**src/rtl/gpio_pp_pkg.sv**
```systemverilog
package gpio_pp_pkg;

    localparam int DATA_W    = 32;
    localparam int BE_W      = DATA_W / 8;
    localparam int WIN_BYTES = 'h5C;
    localparam int NUM_WORDS = WIN_BYTES / BE_W;
    localparam int IDX_W     = $clog2(NUM_WORDS);

    typedef logic [IDX_W-1:0]  widx_t;
    typedef logic [DATA_W-1:0] word_t;

    // Word indices whose position the decoders depend on
    localparam widx_t IDX_A_OUT = widx_t'(0);
    localparam widx_t IDX_A_IN  = widx_t'(1);
    localparam widx_t IDX_A_OE  = widx_t'(2);
    localparam widx_t IDX_D_OUT = widx_t'(16);
    localparam widx_t IDX_D_IN  = widx_t'(17);
    localparam widx_t IDX_D_OE  = widx_t'(18);

    // Bit positions shared with the attached devices
    localparam int BIT_ALE      = 6;
    localparam int BIT_CLE      = 5;
    localparam int BIT_CE       = 4;
    localparam int BIT_RDY      = 7;
    localparam int BIT_SENS_CLK = 1;
    localparam int BIT_SENS_DAT = 4;
    localparam int BIT_SENS_OUT = 4;

    typedef struct packed {
        logic  rd;     // read request, qualified or not
        logic  wr;     // qualified write
        logic  ok;     // access is full-width, aligned and in window
        widx_t idx;
        word_t wdata;
    } acc_t;

    function automatic logic is_input_view(widx_t i);
        return (i == IDX_A_IN) || (i == IDX_D_IN);
    endfunction

endpackage

```
**src/rtl/gpio_pp_decode.sv**
```systemverilog
module gpio_pp_decode
    import gpio_pp_pkg::*;
#(
    parameter int ADDR_W = 8
) (
    input  logic              valid,
    input  logic              write,
    input  logic [ADDR_W-1:0] addr,
    input  logic [BE_W-1:0]   be,
    input  word_t             wdata,
    output acc_t              acc
);

    localparam int LSB_W = $clog2(BE_W);

    logic in_window;
    logic aligned;
    logic full_be;

    always_comb begin
        in_window = (int'(addr) < WIN_BYTES);
        aligned   = (addr[LSB_W-1:0] == '0);
        full_be   = (be == '1);

        acc.ok    = in_window && aligned && full_be;
        acc.rd    = valid && !write;
        acc.wr    = valid && write && acc.ok;
        acc.idx   = addr[LSB_W +: IDX_W];
        acc.wdata = wdata;
    end

endmodule

```
**src/rtl/gpio_pp_regfile.sv**
```systemverilog
module gpio_pp_regfile
    import gpio_pp_pkg::*;
(
    input  logic  clk,
    input  logic  rst,
    input  acc_t  acc,
    output word_t rd_word,
    output word_t a_out,
    output word_t a_oe,
    output word_t d_out,
    output word_t d_oe
);

    word_t regs [NUM_WORDS];

    for (genvar i = 0; i < NUM_WORDS; i++) begin : g_word
        if (is_input_view(widx_t'(i))) begin : g_view
            // Input views have no storage; their read value is built outside
            assign regs[i] = '0;
        end else begin : g_store
            always_ff @(posedge clk) begin
                if (rst) begin
                    regs[i] <= '0;
                end else if (acc.wr && (acc.idx == widx_t'(i))) begin
                    regs[i] <= acc.wdata;
                end
            end
        end
    end

    always_comb begin
        if (int'(acc.idx) < NUM_WORDS) begin
            rd_word = regs[acc.idx];
        end else begin
            rd_word = '0;
        end
    end

    assign a_out = regs[IDX_A_OUT];
    assign a_oe  = regs[IDX_A_OE];
    assign d_out = regs[IDX_D_OUT];
    assign d_oe  = regs[IDX_D_OE];

endmodule

```
**src/rtl/gpio_pp_sensor_clk.sv**
```systemverilog
module gpio_pp_sensor_clk
    import gpio_pp_pkg::*;
(
    input  logic clk,
    input  logic rst,
    input  acc_t acc,
    input  logic clk_bit_q,   // stored clock bit before this write
    output logic evt,
    output logic lvl,
    output logic dat
);

    logic hit;
    logic new_lvl;
    logic new_dat;

    always_comb begin
        new_lvl = acc.wdata[BIT_SENS_CLK];
        new_dat = acc.wdata[BIT_SENS_DAT];
        hit     = acc.wr && (acc.idx == IDX_D_OUT) && (new_lvl != clk_bit_q);
    end

    always_ff @(posedge clk) begin
        if (rst) begin
            evt <= 1'b0;
            lvl <= 1'b0;
            dat <= 1'b0;
        end else begin
            evt <= hit;
            if (hit) begin
                lvl <= new_lvl;
                dat <= new_dat;
            end
        end
    end

endmodule

```
**src/rtl/gpio_periph_port.sv**
```systemverilog
module gpio_periph_port
    import gpio_pp_pkg::*;
#(
    parameter int ADDR_W = 8
) (
    input  logic              clk,
    input  logic              rst,
    input  logic              req_valid,
    input  logic              req_write,
    input  logic [ADDR_W-1:0] req_addr,
    input  logic [3:0]        req_be,
    input  logic [31:0]       req_wdata,
    output logic              rsp_valid,
    output logic [31:0]       rsp_rdata,
    output logic              nand_ale,
    output logic              nand_cle,
    output logic              nand_ce,
    input  logic              nand_rdy,
    output logic              sensor_clk_evt,
    output logic              sensor_clk_lvl,
    output logic              sensor_clk_dat,
    input  logic              sensor_dout
);

    acc_t  acc;
    word_t rd_word;
    word_t a_out, a_oe, d_out, d_oe;
    word_t rd_val;

    gpio_pp_decode #(.ADDR_W(ADDR_W)) u_decode (
        .valid (req_valid),
        .write (req_write),
        .addr  (req_addr),
        .be    (req_be),
        .wdata (req_wdata),
        .acc   (acc)
    );

    gpio_pp_regfile u_regs (
        .clk     (clk),
        .rst     (rst),
        .acc     (acc),
        .rd_word (rd_word),
        .a_out   (a_out),
        .a_oe    (a_oe),
        .d_out   (d_out),
        .d_oe    (d_oe)
    );

    gpio_pp_sensor_clk u_sens (
        .clk       (clk),
        .rst       (rst),
        .acc       (acc),
        .clk_bit_q (d_out[BIT_SENS_CLK]),
        .evt       (sensor_clk_evt),
        .lvl       (sensor_clk_lvl),
        .dat       (sensor_clk_dat)
    );

    // Input views merge driven outputs with live device status
    always_comb begin
        unique case (acc.idx)
            IDX_A_IN: begin
                rd_val = a_out & a_oe;
                rd_val[BIT_RDY] = rd_val[BIT_RDY] | nand_rdy;
            end
            IDX_D_IN: begin
                rd_val = d_out & d_oe;
                rd_val[BIT_SENS_OUT] = rd_val[BIT_SENS_OUT] | sensor_dout;
            end
            default: rd_val = rd_word;
        endcase
    end

    always_ff @(posedge clk) begin
        if (rst) begin
            rsp_valid <= 1'b0;
            rsp_rdata <= '0;
        end else begin
            rsp_valid <= acc.rd;
            rsp_rdata <= (acc.rd && acc.ok) ? rd_val : '0;
        end
    end

    assign nand_ale = a_out[BIT_ALE];
    assign nand_cle = a_out[BIT_CLE];
    assign nand_ce  = a_out[BIT_CE];

endmodule

```
**config.mk**
```make
export PLATFORM = sky130hd
export DESIGN_NAME = gpio_periph_port
export DESIGN_NICKNAME = d
export VERILOG_FILES = /design/src/rtl/gpio_pp_pkg.sv /design/src/rtl/gpio_pp_decode.sv /design/src/rtl/gpio_pp_regfile.sv /design/src/rtl/gpio_pp_sensor_clk.sv /design/src/rtl/gpio_periph_port.sv
export SDC_FILE = /design/constraint.sdc
export NUM_CORES = 2
export LEC_CHECK = 0
export CAP_MARGIN = 15
export CORE_ASPECT_RATIO = 1.25
export CORE_MARGIN = 4
export CORE_UTILIZATION = 56
export DETAILED_ROUTE_END_ITERATION = 8
export PLACE_DENSITY_LB_ADDON = 0.08
export SKIP_LAST_GASP = 1
export SYNTH_ARGS = -nofsm -noshare
export SYNTH_HDL_FRONTEND = slang
export SYNTH_SLANG_ARGS = --single-unit
```
**constraint.sdc**
```tcl
create_clock -name clk -period 2.77 [get_ports clk]
set_clock_uncertainty 0.1 [all_clocks]
set_input_delay 0.554 -clock clk [delete_from_list [all_inputs] [get_ports clk]]
set_output_delay 0.554 -clock clk [all_outputs]
set_load 0.01 [all_outputs]
```
* Word-level counts from Yosys, hierarchy flattened
Index checks and enable logic that the tools add are counted.
** Storage, ports and cells
- Word-level logic and storage cells :: 96
- Input port bits :: 50
- Flip-flop bits (word level) :: 708
** Operators by class
- Mux-type cells :: 5
- Magnitude comparators :: 3
- Bitwise logic cells :: 6
- Equality and inequality tests :: 24
- Reduce and logical (&&, ||, !) cells :: 32
** Operator list (count)
- binary-select mux 32 bit (select 5 bit) :: 1
- 2-to-1 mux 32 bit :: 3
- AND 32 bit :: 2
- one-hot mux 32 bit (2 select lines) :: 1
- == test 5 x 4 -> 1 bit (second input constant) :: 8
- == test 5 bit (second input constant) :: 7
- logical AND 1 bit :: 28
- == test 5 x 3 -> 1 bit (second input constant) :: 4
- == test 5 x 2 -> 1 bit (second input constant) :: 2
- < comparator 8 x 7 -> 1 bit (second input constant) :: 1
- >= comparator 6 bit (second input constant) :: 1
- inverter 5 -> 6 bit :: 1
- == test 5 x 1 -> 1 bit (second input constant) :: 1
- logical NOT 5 bit :: 1
- < comparator 5 bit (second input constant) :: 1
- == test 4 bit (second input constant) :: 1
- logical NOT 2 bit :: 1
- bitwise OR 1 bit :: 2
- OR reduction 2 bit :: 1
- logical NOT 1 bit :: 1
- inequality test 1 bit :: 1
- inverter 1 bit :: 1

* Longest topological paths before layout
- Depth in word-level cells :: 6
- Gate-level depth with buffers :: 9

* Hierarchy
From an unflattened synthesis, not the netlist that was laid out.
** Unflattened totals
- Cells, all modules :: 4026
- Area total of the unflattened synthesis :: 32598.8 µm²
** Modules (own cells, without submodules)
- gpio_pp_regfile :: cells each 3782, instances 1, area each 30306.6 µm², seq. area each 13452.9 µm²
- gpio_periph_port :: cells each 183, instances 1, area each 1803.0 µm², seq. area each 660.6 µm²
- gpio_pp_decode :: cells each 45, instances 1, area each 329.1 µm², seq. area each 0.0 µm²
- gpio_pp_sensor_clk :: cells each 16, instances 1, area each 160.2 µm², seq. area each 60.1 µm²

* Worst setup path after synthesis
Ideal clock, no wire load.
- Path kind :: input-to-reg
- Start point :: input req_addr[2]
- End point :: register rsp_rdata[25]
- Required time :: 2.536 ns
- Slack :: 0.110 ns
- Stages :: 6
- Arrival :: 2.427 ns
- Cells stage by stage :: clkbuf_1 > buf_2 > buf_1 > mux4_2 > a221oi_1 > o22ai_1
** Between the ends
- Cells in the longest elaborated chain, start to end :: 6
- Elaborated cells on any way between the ends :: 15
- Those cells by class :: 2 x order compare; 2 x eq/ne; 5 x mux; 2 x bitwise; 4 x reduce/logical
** Ends and longest elaborated chain
- start, declared :: line gpio_periph_port.sv:10 : input logic [ADDR_W-1:0] req_addr,
- inverter 5 -> 6 bit (implied by the code) / < comparator 8 x 7 -> 1 bit (equally long branches) :: line gpio_pp_regfile.sv:33, gpio_pp_decode.sv:21
- binary-select mux 32 bit (select 5 bit) / logical AND 1 bit (equally long branches) :: line gpio_pp_regfile.sv:33, gpio_pp_decode.sv:25
- 2-to-1 mux 32 bit (implied by the code) / logical AND 1 bit (equally long branches) :: line gpio_pp_regfile.sv:33, gpio_pp_decode.sv:25
- 2-to-1 mux 32 bit (implied by the code) / logical AND 1 bit (equally long branches) :: line gpio_pp_regfile.sv:33, gpio_periph_port.sv:81
- 2-to-1 mux 32 bit / inverter 1 bit (equally long branches)
- one-hot mux 32 bit (2 select lines) / OR reduction 2 bit (equally long branches)
- end signal, assigned :: line gpio_periph_port.sv:81 : rsp_rdata <= (acc.rd && acc.ok) ? rd_val : '0;
- end, declared :: line gpio_periph_port.sv:14 : output logic [31:0] rsp_rdata,
Parallel ways exist; a longest one is shown, timed or not. The select of a mux whose other input is x is not followed.
A chain may end at the register's enable or synchronous reset.

* Worst setup path in the final report
- Start point :: input req_addr[7]
- End point :: register u_regs.regs[465] in the netlist's numbering
** Between the ends
- Cells in the longest elaborated chain, start to end :: 5
** Ends and longest elaborated chain
- < comparator 8 x 7 -> 1 bit :: line gpio_pp_decode.sv:21 : in_window = (int'(addr) < WIN_BYTES);
- logical AND 1 bit (2 in series) :: line gpio_pp_decode.sv:25 : acc.ok = in_window && aligned && full_be;
- logical AND 1 bit :: line gpio_pp_decode.sv:27 : acc.wr = valid && write && acc.ok;
- logical AND 1 bit :: line gpio_pp_regfile.sv:24 : end else if (acc.wr && (acc.idx == widx_t'(i))) begin
- end signal, assigned by index :: line gpio_pp_regfile.sv:25 : regs[i] <= acc.wdata;
- end, declared :: line gpio_pp_regfile.sv:14 : word_t regs [NUM_WORDS];
Every way passes these cells.

==> impl_metrics.json <==
{
  "cts_buffer_depth": 3,
  "synth_compound_area_share_pct": 17.5,
  "cts_tree": "built",
  "synthesis.area_um2": 30700,
  "timing.hold.ws_ns": 0.152,
  "detailed_place.area_um2": 33700,
  "rows": 95,
  "hold_class": "input pin to register",
  "io_buffers": 88,
  "start_util_pct": 56.8,
  "numClockSinks": 708,
  "slew_viol_final": 0,
  "critPathCaptureType": "register",
  "dieArea_um2": 58600,
  "cp_data_arrival_time_ns": 3.09,
  "syn_nets": 3880,
  "synth_edf_count": 0,
  "drt_iter0_markers": 3300,
  "slowest_delay_ns": 0.70,
  "period_share_pct": 96.3,
  "final_area_um2": 36100,
  "synth-xor-area-share_pct": 0.0286,
  "status": "finished, final reports clean",
  "worst_path_max_delay_cell": "or4_4",
  "syn2layout_area_growth_pct": 17.8,
  "fin_crit_ns": 2.67,
  "drv_cap": 0,
  "fin_nets": 3928,
  "synth_warnings": 0,
  "setup_viol": 0,
  "critPathLaunchType": "input pin",
  "syn_inst": 3830,
  "synthArstFlopShare_pct": 0,
  "io_pins": 89,
  "vias": 28800,
  "worstPathMaxFanout": 32,
  "postRouteAntennaNets": 0,
  "tightest_slew_ns": 1.16,
  "ir_drop_uv": 568,
  "max_freq_mhz": 375,
  "relSlewSlack_pct": 22.9,
  "numCtsBuffers": 73,
  "grt_pass1_wl_um": 162000,
  "p_leak_nw": 12.2,
  "die_h_um": 270,
  "ys_ff_latch": 708,
  "drive_above_1_share_pct": 14.6,
  "grtUsageTotal_pct": 35.1,
  "drt-pass1-iter-count": 6,
  "synth_simple_gate_area_share_pct": 20.8,
  "wirelength_um": 106000,
  "power_density_nw_per_um2": 597,
  "grt_pass1_vias": 27800,
  "grt-ovfl-total": 0,
  "synthTopCellsByArea": "dfxtp_1, nand2_1, a21oi_1",
  "htree_levels": 3,
  "synth_top_family_by_area": "simple AND/OR/NAND/NOR gates",
  "die_w_um": 217,
  "wl_per_cell_um": 22.8,
  "synth-seq-area-share_pct": 46.2,
  "synthMuxAreaShare_pct": 10.0,
  "finalPower_mw": 21.6,
  "ys_types": 61,
  "antenna_found_initial": 1,
  "synth_fa_ha_area_share_pct": 0,
  "gp_congestion": 0.919,
  "antenna_cells": 0,
  "ys.flop_type": "dfxtp_1",
  "grt_max_degree": 196,
  "worstSkewPairLatency_ns": 0.63,
  "rsz0062_at_grt": "no",
  "worstPathRequired_ns": 3.20,
  "cts-root-buf": "clkbuf_16",
  "drc": 0,
  "critPathKind": "input pin to register",
  "crit_chain": "clkdlybuf4s50_1, or4b_4, or4_4, nor3_4, buf_12, nand2_1, a21oi_1",
  "clk_pin_slew_worst_paths_ns": 0.06,
  "core-area_um2": 54000,
  "dp_hpwl_um": 67300,
  "hold_violations": 0,
  "cts.repair.resized": 0,
  "cts_hold_buf": 0,
  "drt-vias-per-instance": 6.19,
  "cts_setup_buffers": 0,
  "synth_top_area_share_pct": 46.2,
  "avgSynthCellArea_um2": 8.00,
  "yosys.area.top_type": "dfxtp_1"
}
[path summary, 6_finish.rpt]
kind	slack, ns	end	cells past startpoint	start
worst min register to register	0.35	u_regs.regs[613]	2	u_regs.regs[613]
worst min-delay path	0.15	rsp_valid	3	rst
worst max-delay path	0.10	u_regs.regs[465]	7	req_addr[7]
worst max register to register	0.54	rsp_rdata[15]	7	u_regs.a_oe[15]
[power by group]
group / total (mW) / switching, mW / internal (mW)
logic: 1.25 / 0.847 / 0.400
registers: 10.2 / 0.000606 / 10.2
clock network: 10.1 / 4.17 / 5.98
[synth_stat cells, types with 8 or more instances]
| cell type | number |
|---|---|
| a211oi_1 | 17 |
| a21oi_1 | 718 |
| a221o_1 | 10 |
| a221oi_1 | 37 |
| a22oi_1 | 28 |
| a31oi_1 | 30 |
| and3_1 | 28 |
| buf_1 | 10 |
| buf_2 | 58 |
| buf_6 | 19 |
| clkbuf_1 | 282 |
| dfxtp_1 | 708 |
| mux2_2 | 71 |
| mux2i_1 | 63 |
| mux4_2 | 73 |
| nand2_1 | 1395 |
| nand3_1 | 34 |
| nor2_1 | 24 |
| nor2b_1 | 8 |
| nor3_1 | 14 |
| nor3_4 | 8 |
| o21ai_0 | 60 |
| o22ai_1 | 24 |
| or3_1 | 12 |
[registers in the layout (all words and copies together), names as in the netlist]
name,cells
u_regs.regs,544
rsp_rdata,32
u_regs.a_oe,32
u_regs.a_out,32
u_regs.d_oe,32
u_regs.d_out,32
rsp_valid,1
u_sens.dat,1
u_sens.evt,1
u_sens.lvl,1
[layout make-up]
type | instances | area, µm²
Clock buffer | 107 | 2200
Clock inverter | 23 | 259
Fill cell | 4475 | 17900
Inverter | 4 | 15.0
Multi-Input combinational cell | 2743 | 14900
Sequential cell | 708 | 14200
Tap cell | 727 | 910
Timing Repair Buffer | 348 | 3630
[cell families after synthesis]
| family | Yosys count |
|---|---|
| xor gates and xnor gates | 1 |
| AOI/OAI and AO/OA | 968 |
| DFF | 708 |
| and+or+nand+nor | 1567 |
| muxes | 207 |
| buffers and inverters | 379 |
[metrics by stage]
stage | setup slack, ns | TNS, ns | utilization, % | cells
2_1_floorplan | 0.110 | 0 | - | 3830
3_3_place_gp | -0.426 | -237.45 | 62.4 | 4530
3_5_place_dp | -0.503 | -261.41 | 62.4 | 4530
4_1_cts | 0.143 | 0 | 66.9 | 4660
5_1_grt | 0.00758 | 0 | 66.9 | 4660
6_report | 0.101 | 0 | 66.9 | 4660
[placed cells by master, fill, tap and decap left out, drive strengths merged, types with 12 or more instances in the layout]
master / n
clkinv: 12
a21oi: 718
clkbuf: 107
or3: 12
o22ai: 24
a31oi: 30
dfxtp: 708
mux2: 71
and3: 28
nor3: 26
o21ai: 60
nand3: 34
a221oi: 37
mux2i: 63
a211oi: 17
nor2: 26
nand2: 1395
mux4: 73
clkdlybuf4s50: 82
a22oi: 28
buf: 266
[critical path, delay by kind of cell]
| kind | cells | cell delay, ns |
|---|---|---|
| compound gates | 1 | 0.16 |
| buf+inv | 2 | 0.68 |
| simple gates | 4 | 1.68 |
[metal layers]
layer,wire length (µm),track usage [%],vias to the layer above,part of all wire (%)
li1,-,-,13100,-
met5,13,0,-,0.012
met1,41800,46.7,13900,39
met2,49500,56.7,1626,47
met4,3970,13.8,2,3.7
met3,11000,6.54,265,10
Power figures use the tool's default switching activity.
